<file path="src/rtl/irda_pkg.sv">
package irda_pkg;
   typedef enum logic {
      PW_FIXED = 1'b0,
      PW_PROP  = 1'b1
   } pw_mode_e;
endpackage

</file>
<file path="src/rtl/irda_bit_timer.sv">
module irda_bit_timer #(
   parameter int DIV_W   = 5,
   parameter int DIV_MIN = 4,
   parameter int DIV_RST = 15,
   parameter int SUB_W   = 4
) (
   input  logic                  clk,
   input  logic                  rst_n,
   input  logic                  tick_i,
   input  logic                  tx_i,
   input  irda_pkg::pw_mode_e    mode_i,
   input  logic [DIV_W-1:0]      div_i,
   output logic                  bound_o,
   output logic                  bit_o,
   output irda_pkg::pw_mode_e    mode_o,
   output logic [DIV_W-1:0]      div_o
);
   localparam int SUB_LAST = (1 << SUB_W) - 1;

   logic             bit_q;
   logic [SUB_W-1:0] sub_q;
   logic [DIV_W-1:0] div_floor;
   irda_pkg::pw_mode_e mode_q;
   logic [DIV_W-1:0]   div_q;

   assign div_floor = (div_i < DIV_W'(DIV_MIN)) ? DIV_W'(DIV_MIN) : div_i;
   assign bound_o   = tick_i && ((tx_i != bit_q) || (sub_q == SUB_W'(SUB_LAST)));

   always_ff @(posedge clk or negedge rst_n) begin
      if (!rst_n) begin
         bit_q  <= 1'b1;
         sub_q  <= '0;
         mode_q <= irda_pkg::PW_PROP;
         div_q  <= DIV_W'(DIV_RST);
      end else if (bound_o) begin
         bit_q  <= tx_i;
         sub_q  <= '0;
         mode_q <= mode_i;
         div_q  <= div_floor;
      end else if (tick_i) begin
         sub_q  <= sub_q + 1'b1;
      end
   end

   assign bit_o  = bit_q;
   assign mode_o = mode_q;
   assign div_o  = div_q;

   // the divisor in use never falls below the floor
   a_r4_div_floor: assert property (@(posedge clk) disable iff (!rst_n)
      div_q >= DIV_W'(DIV_MIN));

   // settings move only at a boundary
   a_r7_hold_mid_bit: assert property (@(posedge clk) disable iff (!rst_n)
      !bound_o |=> ($stable(mode_q) && $stable(div_q)));
endmodule

</file>
<file path="src/rtl/irda_prescaler.sv">
module irda_prescaler #(
   parameter int DIV_W = 5
) (
   input  logic             clk,
   input  logic             rst_n,
   input  logic             restart_i,
   input  logic [DIV_W-1:0] div_i,
   output logic             ref_en_o
);
   logic [DIV_W-1:0] cnt_q;
   logic             at_end;

   assign at_end   = (cnt_q == div_i - 1'b1);
   assign ref_en_o = !restart_i && at_end;

   always_ff @(posedge clk or negedge rst_n) begin
      if (!rst_n)         cnt_q <= '0;
      else if (restart_i) cnt_q <= '0;
      else if (at_end)    cnt_q <= '0;
      else                cnt_q <= cnt_q + 1'b1;
   end

   // the reference enable is a lone single-cycle strobe
   a_r3_ref_single: assert property (@(posedge clk) disable iff (!rst_n)
      ref_en_o |=> !ref_en_o);
endmodule

</file>
<file path="src/rtl/irda_pulse_gen.sv">
module irda_pulse_gen #(
   parameter int PROP_TICKS = 3,
   parameter int FIXED_REFS = 3,
   parameter bit HAS_FIXED  = 1'b1
) (
   input  logic               clk,
   input  logic               rst_n,
   input  logic               bound_i,
   input  logic               tx_i,
   input  irda_pkg::pw_mode_e mode_i,
   input  logic               tick_i,
   input  logic               ref_en_i,
   output logic               pulse_o
);
   localparam int CNT_MAX = (PROP_TICKS > FIXED_REFS) ? PROP_TICKS : FIXED_REFS;
   localparam int CNT_W   = $clog2(CNT_MAX + 1);

   logic             zero_start;
   logic             prop_act;
   logic [CNT_W-1:0] prop_cnt;
   logic             fix_act;

   assign zero_start = bound_i && !tx_i;

   always_ff @(posedge clk or negedge rst_n) begin
      if (!rst_n) begin
         prop_act <= 1'b0;
         prop_cnt <= '0;
      end else if (bound_i) begin
         prop_act <= zero_start && (mode_i == irda_pkg::PW_PROP);
         prop_cnt <= '0;
      end else if (prop_act && tick_i) begin
         if (prop_cnt == CNT_W'(PROP_TICKS - 1)) prop_act <= 1'b0;
         else                                     prop_cnt <= prop_cnt + 1'b1;
      end
   end

   generate
      if (HAS_FIXED) begin : g_fixed
         logic [CNT_W-1:0] fix_cnt;
         always_ff @(posedge clk or negedge rst_n) begin
            if (!rst_n) begin
               fix_act <= 1'b0;
               fix_cnt <= '0;
            end else if (bound_i) begin
               fix_act <= zero_start && (mode_i == irda_pkg::PW_FIXED);
               fix_cnt <= '0;
            end else if (fix_act && ref_en_i) begin
               if (fix_cnt == CNT_W'(FIXED_REFS - 1)) fix_act <= 1'b0;
               else                                    fix_cnt <= fix_cnt + 1'b1;
            end
         end
      end else begin : g_no_fixed
         assign fix_act = 1'b0;
      end
   endgenerate

   assign pulse_o = prop_act | fix_act;

   // the two width paths never drive at once
   a_r1_one_path: assert property (@(posedge clk) disable iff (!rst_n)
      !(prop_act && fix_act));
endmodule

</file>
<file path="src/rtl/irda_sir_encoder.sv">
module irda_sir_encoder #(
   parameter int DIV_W      = 5,
   parameter int DIV_MIN    = 4,
   parameter int DIV_RST    = 15,
   parameter int SUB_W      = 4,
   parameter int PROP_TICKS = 3,
   parameter int FIXED_REFS = 3,
   parameter bit HAS_FIXED  = 1'b1
) (
   input  logic             clk,
   input  logic             rst_n,
   input  logic             baud_tick,
   input  logic             tx_in,
   input  logic             mode_sel,
   input  logic [DIV_W-1:0] div_sel,
   output logic             ir_out
);
   localparam int HW = DIV_W + 3;

   generate
      if (DIV_MIN < 2 || DIV_MIN >= (1 << DIV_W)) begin : g_bad_min
         $error("DIV_MIN out of range for DIV_W");
      end
      if (DIV_RST < DIV_MIN || DIV_RST >= (1 << DIV_W)) begin : g_bad_rst
         $error("DIV_RST out of range");
      end
      if (PROP_TICKS < 1 || PROP_TICKS >= (1 << SUB_W)) begin : g_bad_prop
         $error("PROP_TICKS must fit inside one bit");
      end
      if (FIXED_REFS < 1) begin : g_bad_fix
         $error("FIXED_REFS must be positive");
      end
   endgenerate

   logic               bound;
   logic               bit_lvl;
   irda_pkg::pw_mode_e mode_q;
   logic [DIV_W-1:0]   div_q;
   logic               ref_en;

   irda_bit_timer #(.DIV_W(DIV_W), .DIV_MIN(DIV_MIN), .DIV_RST(DIV_RST), .SUB_W(SUB_W)) u_timer (
      .clk     (clk),
      .rst_n   (rst_n),
      .tick_i  (baud_tick),
      .tx_i    (tx_in),
      .mode_i  (irda_pkg::pw_mode_e'(mode_sel)),
      .div_i   (div_sel),
      .bound_o (bound),
      .bit_o   (bit_lvl),
      .mode_o  (mode_q),
      .div_o   (div_q)
   );

   irda_prescaler #(.DIV_W(DIV_W)) u_presc (
      .clk       (clk),
      .rst_n     (rst_n),
      .restart_i (bound),
      .div_i     (div_q),
      .ref_en_o  (ref_en)
   );

   irda_pulse_gen #(.PROP_TICKS(PROP_TICKS), .FIXED_REFS(FIXED_REFS), .HAS_FIXED(HAS_FIXED)) u_pulse (
      .clk      (clk),
      .rst_n    (rst_n),
      .bound_i  (bound),
      .tx_i     (tx_in),
      .mode_i   (irda_pkg::pw_mode_e'(mode_sel)),
      .tick_i   (baud_tick),
      .ref_en_i (ref_en),
      .pulse_o  (ir_out)
   );

   // width observers for the checks below
   logic [HW-1:0] hi_cyc;
   logic [HW-1:0] hi_ticks;
   always_ff @(posedge clk or negedge rst_n) begin
      if (!rst_n) begin
         hi_cyc   <= '0;
         hi_ticks <= '0;
      end else if (ir_out) begin
         hi_cyc   <= hi_cyc + 1'b1;
         hi_ticks <= hi_ticks + HW'(baud_tick);
      end else begin
         hi_cyc   <= '0;
         hi_ticks <= '0;
      end
   end

   // a one bit keeps the drive dark
   a_r5_one_dark: assert property (@(posedge clk) disable iff (!rst_n)
      bit_lvl |-> !ir_out);

   // a pulse only begins right after a zero-bit boundary
   a_r6_start_on_bound: assert property (@(posedge clk) disable iff (!rst_n)
      $rose(ir_out) |-> ($past(bound) && !bit_lvl));

   // a proportional pulse spans three ticks
   a_r2_prop_width: assert property (@(posedge clk) disable iff (!rst_n)
      ($fell(ir_out) && !$past(bound) && mode_q == irda_pkg::PW_PROP) |->
         (hi_ticks == HW'(PROP_TICKS)));

   // a fixed pulse spans FIXED_REFS reference periods
   a_r3_fixed_width: assert property (@(posedge clk) disable iff (!rst_n)
      ($fell(ir_out) && !$past(bound) && mode_q == irda_pkg::PW_FIXED) |->
         (hi_cyc == HW'(FIXED_REFS) * HW'(div_q)));
endmodule

</file>
<file path="config.mk">
export PLATFORM = sky130hd
export DESIGN_NAME = irda_sir_encoder
export DESIGN_NICKNAME = d
export VERILOG_FILES = /design/src/rtl/irda_pkg.sv /design/src/rtl/irda_bit_timer.sv /design/src/rtl/irda_prescaler.sv /design/src/rtl/irda_pulse_gen.sv /design/src/rtl/irda_sir_encoder.sv
export SDC_FILE = /design/constraint.sdc
export NUM_CORES = 1
export LEC_CHECK = 0
export BUFFER_PORTS_ARGS = -buffer_cell sky130_fd_sc_hd__buf_2
export CORE_MARGIN = 5
export CORE_UTILIZATION = 61
export DETAILED_ROUTE_END_ITERATION = 12
export PLACE_DENSITY_LB_ADDON = 0.12
export SETUP_SLACK_MARGIN = 0.02
export SLEW_MARGIN = 20
export SYNTH_ARGS = -nofsm -noshare
export SYNTH_HDL_FRONTEND = slang
export SYNTH_SLANG_ARGS = --single-unit
</file>
<file path="constraint.sdc">
create_clock -name clk -period 4.5 [get_ports clk]
set_clock_uncertainty 0.2 [all_clocks]
set_input_delay 0.225 -clock clk [delete_from_list [all_inputs] [get_ports clk]]
set_output_delay 0.225 -clock clk [all_outputs]
set_load 0.02 [all_outputs]
</file>
# [Word-level counts from Yosys, hierarchy flattened]
# Cells that the tools add are included.
[totals] regBits=21 in_bits=10 output_inout_bits=1
[classes] add_sub_neg=5 magnitude_cmp=1 eq_ne=7 mux=17 bitwise_logic=2 reduce_logical=19
[ops] op="$mux W5" count=3
[ops] op="$mux W2" count=6
[ops] op="$reduce_bool A2 Y1" count=5
[ops] op="$mux W4" count=2
[ops] op="$reduce_and A2 Y1" count=4
[ops] op="$logic_and A1 B1 Y1" count=7
[ops] op="$mux W1" count=6
[ops] op="$add A5 B1 Y5 const B" count=1
[ops] op="$eq A5 B5 Y1" count=1
[ops] op="$lt A5 B3 Y1 const B" count=1
[ops] op="$sub A5 B1 Y5 const B" count=1
[ops] op="$add A2 B1 Y2 const B" count=2
[ops] op="$add A4 B1 Y4 const B" count=1
[ops] op="$eq A2 B2 Y1 const B" count=2
[ops] op="$eq A4 B4 Y1 const B" count=1
[ops] op="$ne A2 B2 Y1 const B" count=2
[ops] op="$logic_not A1 Y1" count=2
[ops] op="$logic_or A1 B1 Y1" count=1
[ops] op="$ne A1 B1 Y1" count=1
[ops] op="$not A1 Y1" count=1
[ops] op="$or A1 B1 Y1" count=1

# [Depth between registers and ports, before layout]
# Gate-level depths: netlist of the first run.
[depth] word_depth=8 ltp_mapped=7

# [Hierarchy]
# A second synthesis of the first run with hierarchy kept.
[hier_totals] cells_unflattened=108 area_unflattened_um2=1241.2
[modules_own_cells] module="irda_bit_timer" instances=1 cells_per_inst=42 area_per_inst_um2=558.0
[modules_own_cells] module="irda_prescaler" instances=1 cells_per_inst=34 area_per_inst_um2=341.6
[modules_own_cells] module="irda_pulse_gen" instances=1 cells_per_inst=32 area_per_inst_um2=341.6

# [Worst setup path after synthesis of the first run]
# No wires, ideal clock.
[synth_timing] path_type="reg2reg" startpoint="register u_timer.div_q[0] (netlist: u_timer.div_o[0])" endpoint="register u_pulse.g_fixed.fix_cnt[0]" t_arrival_ns=1.803 required_time_ns=4.222 slack_ns=2.419 stages_incl_launch_ff=8 path_buffers=0 period_less_slack_ns=2.081 cell_sequence="dfstp_2 inv_1 ha_1 xnor2_1 a211oi_2 o311ai_2 or3_1 a21oi_1"
[synth_between] elab_chain_len=6
[synth_rtl] element="start: declaration" line="irda_bit_timer.sv:24" source="logic [DIV_W-1:0] div_q;"
[synth_rtl] element="start signal: assignment" line="irda_bit_timer.sv:34" source="div_q <= DIV_W'(DIV_RST);"
[synth_rtl] element="start signal: assignment" line="irda_bit_timer.sv:39" source="div_q <= div_floor;"
[synth_rtl] element="$sub A5 B1 Y5" line="irda_prescaler.sv:13" source="assign at_end = (cnt_q == div_i - 1'b1);"
[synth_rtl] element="$eq A5 B5 Y1" line="irda_prescaler.sv:13"
[synth_rtl] element="$logic_and A1 B1 Y1" line="irda_prescaler.sv:14" source="assign ref_en_o = !restart_i && at_end;"
[synth_rtl] element="$logic_and A1 B1 Y1" line="irda_pulse_gen.sv:48" source="end else if (fix_act && ref_en_i) begin"
[synth_rtl] element="$reduce_bool A2 Y1 (no source line)"
[synth_rtl] element="$reduce_and A2 Y1 (no source line)"
[synth_rtl] element="end signal: assignment" line="irda_pulse_gen.sv:50" source="else fix_cnt <= fix_cnt + 1'b1;"
[synth_rtl] element="end: declaration" line="irda_pulse_gen.sv:40" source="logic [CNT_W-1:0] fix_cnt;"
# Every way passes these cells.
# A chain may end at the register's enable or synchronous reset.

# [Final worst setup path of the first run]
# Same ends and word-level chain as after synthesis.

==> impl_metrics.toml, run 1 <==
[run_status]
outcome = "finished, final reports clean"

[detailed_routing]
wl_met3_um = 73
met1_length_um = 900
routed-wl-met2_um = 1132
drtIter0Drc = 25
wirelength_um = 2129
firstDrtPassIters = 4
ant_nets = 0
highest_layer = "met4"
viasPerCell = 5.519
vias = 861
drc = 0
route.detailed.wl_per_inst_um = 13.65

[synthesis]
syn_inst = 111
synth_seq_cells = 21
synth-edff-count = 0
yosys_warnings = 0
netlist_area_um2 = 1092
synth_flop_cell = "dfrtp_1"
async_reset_ff_share_pct = 100.0
avgSynthCellArea_um2 = 9.841
seq_area_frac_synth_pct = 48.68
syn_nets = 126
synthDistinctLibCells = 28

[sta]
holdWs_ns = 0.05790
fin_crit_sh_pct = 49.15
timing.setup.tns_ns = 0
rsz0062_at_grt = "no"
setup_violations = 0
worst_pin_slew_ns = 0.6370
period_minus_slack_ns = 2.212
max_freq_ghz = 0.4521
final-max-slew-violation-count = 0
max_slew_margin_pct = 57.25
hold_viol_final = 0

[finish]
regArea_um2 = 531.8
drive_above_1_share_pct = 19.85
fin_nets = 147
diodes = 0
multi_input_area_um2 = 530.5
area_growth_pct = 16.61
fill_cells = 128

[floorplanning]
fp.dieW_um = 52.32
initial_core_util_pct = 63.96
ioPinCount = 11
die_y_um = 52.32
row_count = 15
dieArea_um2 = 2737
core_area_um2 = 1708

[clocking]
cts_max_level = 1
numCtsBuffers = 3
cts_tree = "done"
cts_buffer_depth = 2
clk_latency_ns = 0.29
cts.root.buffer_cell = "clkbuf_4"
clk_pin_slew_ns = 0.11
clock-sinks = 21

[pwr]
p_leak_nw = 0.5757
ir_drop_mv = 0.2718
powerDensity_nw_per_um2 = 459.8

[min_path]
min_from = "baud_tick"
hp-class = "input pin to flip-flop"
whs_path_depth = 3
holdPathEnd = "u_timer.sub_q[2]"

[placed_design]
gp_congestion = 0.7476
hpwlAfterDp_um = 1484
port_buffers = 10

[critical_path]
end_kind = "flip-flop"
ff2ff_path_depth = 7
reg2reg_from = "u_timer.div_o[0]"
worstPathRequired_ns = 4.53
arrival_ns = 2.24
cp_max_fo = 7
reg2reg_slack_ns = 2.29
criticalPathCategory = "flip-flop to flip-flop"
timing.rr.end = "u_pulse.g_fixed.fix_cnt[0]"
cp-start-kind = "flip-flop"

[grt]
grt_max_degree = 22
grt-ovfl-total = 0
grt_pass1_vias = 926
grt_pass1_wl_um = 3877
antenna_found_initial = 0
grt_usage_pct = 19.45

[run]
drv_cap = 0
-- power by group --
part	switching (W)	internal, W
sequential	0.0000486	0.000246
clock	0.0000546	0.0000331
combinational	0.000106	0.0000974
-- cell type report --
| class | count | share of cell area [%] |
|---|---|---|
| Clock buffer | 3 | 1.768 |
| Clock inverter | 1 | 0.3929 |
| Inverter | 6 | 1.768 |
| Multi-Input combinational cell | 82 | 41.65 |
| Sequential cell | 21 | 41.75 |
| Tap cell | 25 | 2.456 |
| Timing Repair Buffer | 18 | 10.22 |
-- worst max-delay path, cell delays in order (launching register included) --
cell	delay [ns]
dfstp_2	0.57
inv_1	0.06
ha_1	0.30
xnor2_1	0.14
a211oi_2	0.17
o311ai_2	0.20
or3_1	0.38
a21oi_1	0.14
-- how the worst max path moves through the flow --
stage | cells after the start | endpoint | startpoint | slack, ns
global route | 7 | u_pulse.g_fixed.fix_cnt[0] | u_timer.div_o[0] | 2.13
floorplan | 7 | u_pulse.g_fixed.fix_cnt[0] | u_timer.div_o[0] | 2.42
finish | 7 | u_pulse.g_fixed.fix_cnt[0] | u_timer.div_o[0] | 2.29
global placement | 7 | u_pulse.g_fixed.fix_cnt[0] | u_timer.div_o[0] | 2.37
CTS | 7 | u_pulse.g_fixed.fix_cnt[0] | u_timer.div_o[0] | 2.28
detailed placement | 7 | u_pulse.g_fixed.fix_cnt[0] | u_timer.div_o[0] | 2.28
-- what timing repair did --
item	4_1_cts	5_1_grt
resized for setup	0	0
hold buffers	8	0
setup endpoints to repair	0	0
hold endpoints to repair	24	0
buffers inserted	0	0
-- stage by stage --
step | util (%) | worst slack, ns | instance area, um2 | total power [W] | instances
after floorplan | - | 2.419 | 1092 | 0.0004434 | 111
after CTS | 74.58 | 2.277 | 1274 | 0.0005897 | 156
after global routing | 74.58 | 2.127 | 1274 | 0.0006350 | 156
final | 74.58 | 2.288 | 1274 | 0.0005856 | 156
after global placement | 68.28 | 2.367 | 1166 | 0.0004823 | 144
after detailed placement | 68.28 | 2.285 | 1166 | 0.0004956 | 144
-- cell usage after synthesis, drive strengths merged, types with 3 or more instances --
cell | count | share of area (%)
dfrtp | 16 | 37
nand2 | 13 | 4.5
nor2 | 11 | 3.8
o21ai | 11 | 5.0
xor2 | 7 | 5.6
inv | 6 | 2.1
nand3 | 6 | 2.7
dfstp | 5 | 12
ha | 5 | 5.7
xnor2 | 5 | 4.0
or3 | 4 | 2.3
a21oi | 3 | 1.4
-- layer usage --
metal | up-vias | GRT usage (%)
li1 | 418 | -
met1 | 421 | 22.59
met2 | 18 | 34.71
met3 | 4 | 2.849
met4 | 0 | 8.936
met5 | - | 0
-- logic make-up (layout without fill, tap and decap cells) --
logic type / after synthesis / count (layout) / share of synthesized area [%]
buffers and inverters: 8 / 28 / 2.749
AOI/OAI and AO/OA: 19 / 19 / 11.45
DFF: 21 / 21 / 48.68
adders and majority gates: 5 / 5 / 5.727
and+or+nand+nor: 44 / 44 / 19.70
muxes: 2 / 2 / 2.062
xor gates and xnor gates: 12 / 12 / 9.622
-- sequential cells by signal, summed over array words and instances, names as in the netlist --
signal                   flops
u_pulse.prop_act             1
u_presc.cnt_q                5
u_pulse.fix_act              1
u_pulse.g_fixed.fix_cnt      2
u_timer.sub_q                4
u_timer.bit_o                1
u_timer.div_o                5
u_pulse.prop_cnt             2
-- cells in the final DEF, fill, tap and decap left out, drive strengths merged --
cell type,Yosys,layout
or3,4,4
o21ai,11,11
nand3,6,6
clkbuf,2,3
nand2b,2,2
nand2,13,13
dlygate4sd3,0,8
a21oi,3,3
o31ai,1,1
a21boi,1,1
mux2,2,2
nor3,1,1
xor2,7,7
nand4bb,1,1
o21a,1,1
clkinv,0,1
nand3b,2,2
nor2,11,11
dfstp,5,5
and3,2,2
ha,5,5
inv,6,6
a211oi,1,1
or2,1,1
dfrtp,16,16
o311ai,1,1
nand4,1,1
xnor2,5,5
buf,0,10
Power figures use the tool's default switching activity.
==> run 2, diff against run 1 <==
ABC_AREA = 1   (was unset)
CORE_UTILIZATION = 52   (was 61)
clock period = 1.8 ns   (was 4.5 ns; I/O delays follow)
==> impl_metrics.toml, run 2 <==
[sta]
hold_viol_final = 0
timing.setup.tns_ns = -0.3764
max_freq_ghz = 0.5277
period_minus_slack_ns = 1.895
final-max-slew-violation-count = 0
rsz0062_at_grt = "yes"
worst_pin_slew_ns = 0.4577
fin_crit_sh_pct = 105.3
holdWs_ns = 0.07557
max_slew_margin_pct = 69.49
setup_slack_ns = -0.09491
setup_violations = 8

[synthesis]
seq_area_frac_synth_pct = 44.50
synth_area_leaders = "dfrtp_1, nand2_1, dfstp_2, inv_1, nor2_1"
avgSynthCellArea_um2 = 7.913
synth-edff-count = 0
synthDistinctLibCells = 27
async_reset_ff_share_pct = 100.0
yosysTopAreaCell = "dfrtp_1"
yosys_warnings = 0
synth_seq_cells = 21
synth_flop_cell = "dfrtp_1"
synth_most_common_cell = "nand2_1"
syn_inst = 151
netlist_area_um2 = 1195
syn_nets = 166
synth_top_area_share_pct = 33.51
synth_common_cells = "nand2_1, inv_1, nor2_1"

[critical_path]
worst-path-buf-inv = 3
worstPathRequired_ns = 1.80
cp-start-kind = "flip-flop"
criticalPathCategory = "flip-flop to flip-flop"
cp_slowest_stage_delay_ns = 0.56
end_kind = "flip-flop"
cp_max_fo = 4
arrival_ns = 1.89
cp_top_family = "flip-flops"
crit_path_cell_trace = "inv_2 -> ha_4 -> inv_2 -> nand2_1 -> nand2_1 -> nor2_1 -> nand2_1 -> nor2_4 -> buf_4 -> nand3_2 -> nand3_1 -> o21ai_1"
crit_top_cell = "nand2_1"
slowest_stage = "dfstp_2"

[clocking]
cts_max_level = 1
numCtsBuffers = 3
cts.root.buffer_cell = "clkbuf_4"
clk_pin_slew_ns = 0.11
clk_latency_ns = 0.29
cts_buffer_depth = 2
clock-sinks = 21
cts_tree = "done"

[detailed_routing]
route.detailed.wl_per_inst_um = 11.01
ant_nets = 0
firstDrtPassIters = 4
viasPerCell = 4.820
vias = 988
wirelength_um = 2257
drc = 0
drtIter0Drc = 23

[min_path]
hp-class = "input pin to async pin"

[placed_design]
dp.cells = 191
port_buffers = 10
gp_congestion = 0.7342
place_area_um2 = 1291
hpwlAfterDp_um = 1692

[grt]
antenna_found_initial = 0
grt_pass1_wl_um = 4098
grt-ovfl-total = 0
grt_usage_pct = 15.68
grt_pass1_vias = 1030
grt_max_degree = 22

[floorplanning]
row_count = 17
die_y_um = 57.94
fp.dieW_um = 57.94
core_area_um2 = 2212
ioPinCount = 11
initial_core_util_pct = 54.02
dieArea_um2 = 3356

[finish]
mostFrequentLayoutCell = "nand2_1"
layout_common_cells = "nand2_1, inv_1, dfrtp_1, nor2_1"
final_util_pct = 64.99
fin_nets = 193
fin_area_um2 = 1438
area_growth_pct = 20.31
diodes = 0
final_cells = 205
drive_above_1_share_pct = 24.86
fill_cells = 215

[pwr]
powerDensity_nw_per_um2 = 1243
ir_drop_mv = 0.7710
p_leak_nw = 0.7119

[run]
drv_cap = 0

[run_status]
outcome = "complete, but fails checks"
violations = "setup timing"
==> run 2: changes by cell type in the layout (fill, tap and decap cells not counted), moves of 5 or more <==
| cell | previous run | this run |
|---|---|---|
| o21ai_0 | 10 | 2 |
| nand2_1 | 13 | 38 |
| inv_2 | 0 | 7 |
| o21ai_1 | 1 | 10 |
| buf_4 | 0 | 5 |
| inv_1 | 6 | 16 |
==> run 2: per-stage QoR <==
| step | worst slack [ns] | power (W) |
|---|---|---|
| final | -0.09491 | 0.001788 |
| after global routing | -0.2163 | 0.001954 |
| after CTS | -0.04253 | 0.001773 |
| after detailed placement | -0.04905 | 0.001492 |
| after global placement | 0.008278 | 0.001457 |
| after floorplan | 0.05754 | 0.001306 |
==> run 2: logic make-up (layout without fill, tap and decap cells) <==
logic type,count (synthesis),count (layout),synth area share [%]
buffers and inverters,27,53,9.424
XOR/XNOR,5,5,3.665
adder cells (fa/ha/maj),5,5,5.236
AND/OR/NAND/NOR,76,76,28.27
flip-flops,21,21,44.50
AO/OA/AOI/OAI,17,17,8.901
==> run 2: metal layers <==
layer  GRT usage, %  wire [um]  part of all wire (%)
met2          27.42       1187                    53
met4          6.623         14                  0.62
met5              0          0                     0
met3          2.227         29                   1.3
met1          19.16       1025                    45
==> run 2: layout make-up <==
class	count	area, um2	area share, %
Tap cell	28	35.03	2.437
Clock buffer	4	26.28	1.828
Timing Repair Buffer	24	177.7	12.36
Multi-Input combinational cell	103	573.1	39.86
Sequential cell	21	531.8	36.99
Inverter	25	93.84	6.527
==> run 2: power breakdown <==
group          internal [W]  leakage (nW)  total [W]  switching, W
logic              0.000341         0.433   0.000801      0.000460
clock network     0.0000862        0.0150   0.000223      0.000137
registers          0.000638         0.264   0.000763      0.000125
==> run 2: worst register-to-register path, cell delays in order (launching register included) <==
cell	delay [ns]
dfstp_2	0.56
inv_2	0.05
ha_4	0.26
inv_2	0.03
nand2_1	0.05
nand2_1	0.05
nor2_1	0.09
nand2_1	0.09
nor2_4	0.13
buf_4	0.13
nand3_2	0.05
nand3_1	0.06
o21ai_1	0.06
==> run 2: worst paths after layout <==
kind,startpoint,to,slack (ns),cells past startpoint
setup / recovery,u_timer.div_o[0],u_pulse.fix_act,-0.09,12
hold / removal,rst_n,u_timer.sub_q[3],0.08,2
setup reg to reg,u_timer.div_o[0],u_pulse.fix_act,-0.09,12
hold reg to reg,u_presc.cnt_q[0],u_presc.cnt_q[0],0.33,1
max in group asynchronous,rst_n,u_timer.div_o[2],0.98,2
min in group clk,mode_sel,u_pulse.fix_act,0.31,3
==> run 2: timing repair <==
item / 4_1_cts / 5_1_grt
pin swaps: 2 / 0
gates cloned: 0 / 0
hold buffers: 9 / 0
endpoints found under the hold margin: 32 / 0
gates resized for setup: 3 / 3
endpoints found under the setup margin: 8 / 8
buffers inserted: 0 / 1
==> run 3, diff against run 2 <==
RECOVER_POWER = 50   (was unset)
==> impl_metrics.toml, run 3 (synthesis results as in run 2) <==
[run_status]
outcome = "complete, but fails checks"
violations = "setup timing"

[sta]
final-max-slew-violation-count = 0
setup_slack_ns = -0.09492
worst_pin_slew_ns = 1.095
period_minus_slack_ns = 1.895
rsz0062_at_grt = "yes"
hold_viol_final = 0
setup_violations = 8
max_freq_ghz = 0.5277
fin_crit_sh_pct = 105.3
holdWs_ns = 0.3137
max_slew_margin_pct = 27.02

[grt]
antenna_found_initial = 0
grt-ovfl-total = 0
grt_pass1_vias = 1030
grt_pass1_wl_um = 4098
grt_usage_pct = 15.68
grt_max_degree = 22

[floorplanning]
dieArea_um2 = 3356
fp.dieW_um = 57.94
core_area_um2 = 2212
row_count = 17
ioPinCount = 11
initial_core_util_pct = 54.02
die_y_um = 57.94

[critical_path]
criticalPathCategory = "flip-flop to flip-flop"
cp_max_fo = 4
slowest_stage = "dfstp_2"
cp-start-kind = "flip-flop"
crit_path_cell_trace = "inv_2 -> ha_4 -> inv_2 -> nand2_1 -> nand2_1 -> nor2_1 -> nand2_1 -> nor2_4 -> buf_4 -> nand3_2 -> nand3_1 -> o21ai_1"
worstPathRequired_ns = 1.80
crit_top_cell = "nand2_1"
cp_top_family = "flip-flops"
arrival_ns = 1.89
worst-path-buf-inv = 3
cp_slowest_stage_delay_ns = 0.56
end_kind = "flip-flop"

[detailed_routing]
ant_nets = 0
drtIter0Drc = 23
vias = 988
drc = 0
firstDrtPassIters = 4
route.detailed.wl_per_inst_um = 11.00
wirelength_um = 2255
viasPerCell = 4.820

[clocking]
clk_pin_slew_ns = 0.11
numCtsBuffers = 3
clock-sinks = 21
cts_tree = "done"
clk_latency_ns = 0.29
cts.root.buffer_cell = "clkbuf_4"
cts_max_level = 1
cts_buffer_depth = 2

[run]
drv_cap = 0

[finish]
drive_above_1_share_pct = 24.29
final_cells = 205
diodes = 0
mostFrequentLayoutCell = "nand2_1"
fin_nets = 193
final_util_pct = 64.93
layout_common_cells = "nand2_1, inv_1, dfrtp_1, nor2_1"
area_growth_pct = 20.21

[pwr]
fin_total_pwr_w = 0.001787
p_int_w = 0.001065
clkPwrFrac_pct = 12.5
p_comb_share_pct = 44.8
p_switching_w = 0.0007220
ir_drop_mv = 0.7709
powerDensity_nw_per_um2 = 1244
p_leak_nw = 0.7092
switching_share_pct = 40.40
p_seq_share_pct = 42.7

[placed_design]
hpwlAfterDp_um = 1692
port_buffers = 10
gp_congestion = 0.7342
dp_slack_ns = -0.04905
dp.cells = 191

[min_path]
hp-class = "input pin to flip-flop"
run 3: cell types whose count changed in the layout (fill, tap and decap cells not counted), sizes merged:
cell	delta
clkbuf	+1
buf	-1
run 3: worst paths after layout:
kind                            slack, ns              from               end  depth (start not counted)
worst max-delay path                -0.09  u_timer.div_o[0]   u_pulse.fix_act                         12
worst min-delay path                 0.31          mode_sel   u_pulse.fix_act                          3
worst max register to register      -0.09  u_timer.div_o[0]   u_pulse.fix_act                         12
worst min register to register       0.33  u_presc.cnt_q[0]  u_presc.cnt_q[0]                          1
max in group asynchronous            0.43             rst_n  u_presc.cnt_q[3]                          2
min in group asynchronous            0.32             rst_n  u_timer.sub_q[3]                          2
run 3: power groups by stage:
stage | Combinational, W | Clock [W] | Sequential [W]
after floorplan | 0.000568 | 0 | 0.000738
after global placement | 0.000694 | 0 | 0.000763
after detailed placement | 0.000722 | 0 | 0.000770
after CTS | 0.000771 | 0.000240 | 0.000762
after global routing | 0.000911 | 0.000256 | 0.000787
final | 0.000801 | 0.000223 | 0.000763
run 3: stage by stage:
stage | setup TNS [ns] | cell area [um2]
floorplan | 0 | 1195
global placement | 0 | 1291
global route | -1.235 | 1436
finish | -0.3762 | 1436
detailed placement | -0.2286 | 1291
CTS | -0.1532 | 1420
run 3: cell type report:
type / count / area (um2)
Multi-Input combinational cell: 103 / 573.1
Fill cell: 216 / 775.7
Timing Repair Buffer: 24 / 176.4
Tap cell: 28 / 35.03
Sequential cell: 21 / 531.8
Inverter: 25 / 93.84
Clock buffer: 4 / 26.28
run 3: what timing repair did:
| item | CTS | global route |
|---|---|---|
| hold buffers | 9 | 0 |
| pin swaps | 2 | 0 |
| endpoints found under the setup margin | 8 | 8 |
| setup buffers | 0 | 1 |
| resized for setup | 3 | 3 |
| hold endpoints to repair | 32 | 0 |
run 3: per-layer routing:
layer,GRT usage [%],share of wire [%],wire length [um]
met1,19.16,45,1023
met4,6.623,0.62,14
met5,0,0,0
met2,27.42,53,1187
met3,2.227,1.3,29
run 3: tightest hold or removal path: stages:
cell           delay, ns
dlygate4sd3_1       0.52
buf_2               0.11
o21ai_1             0.06
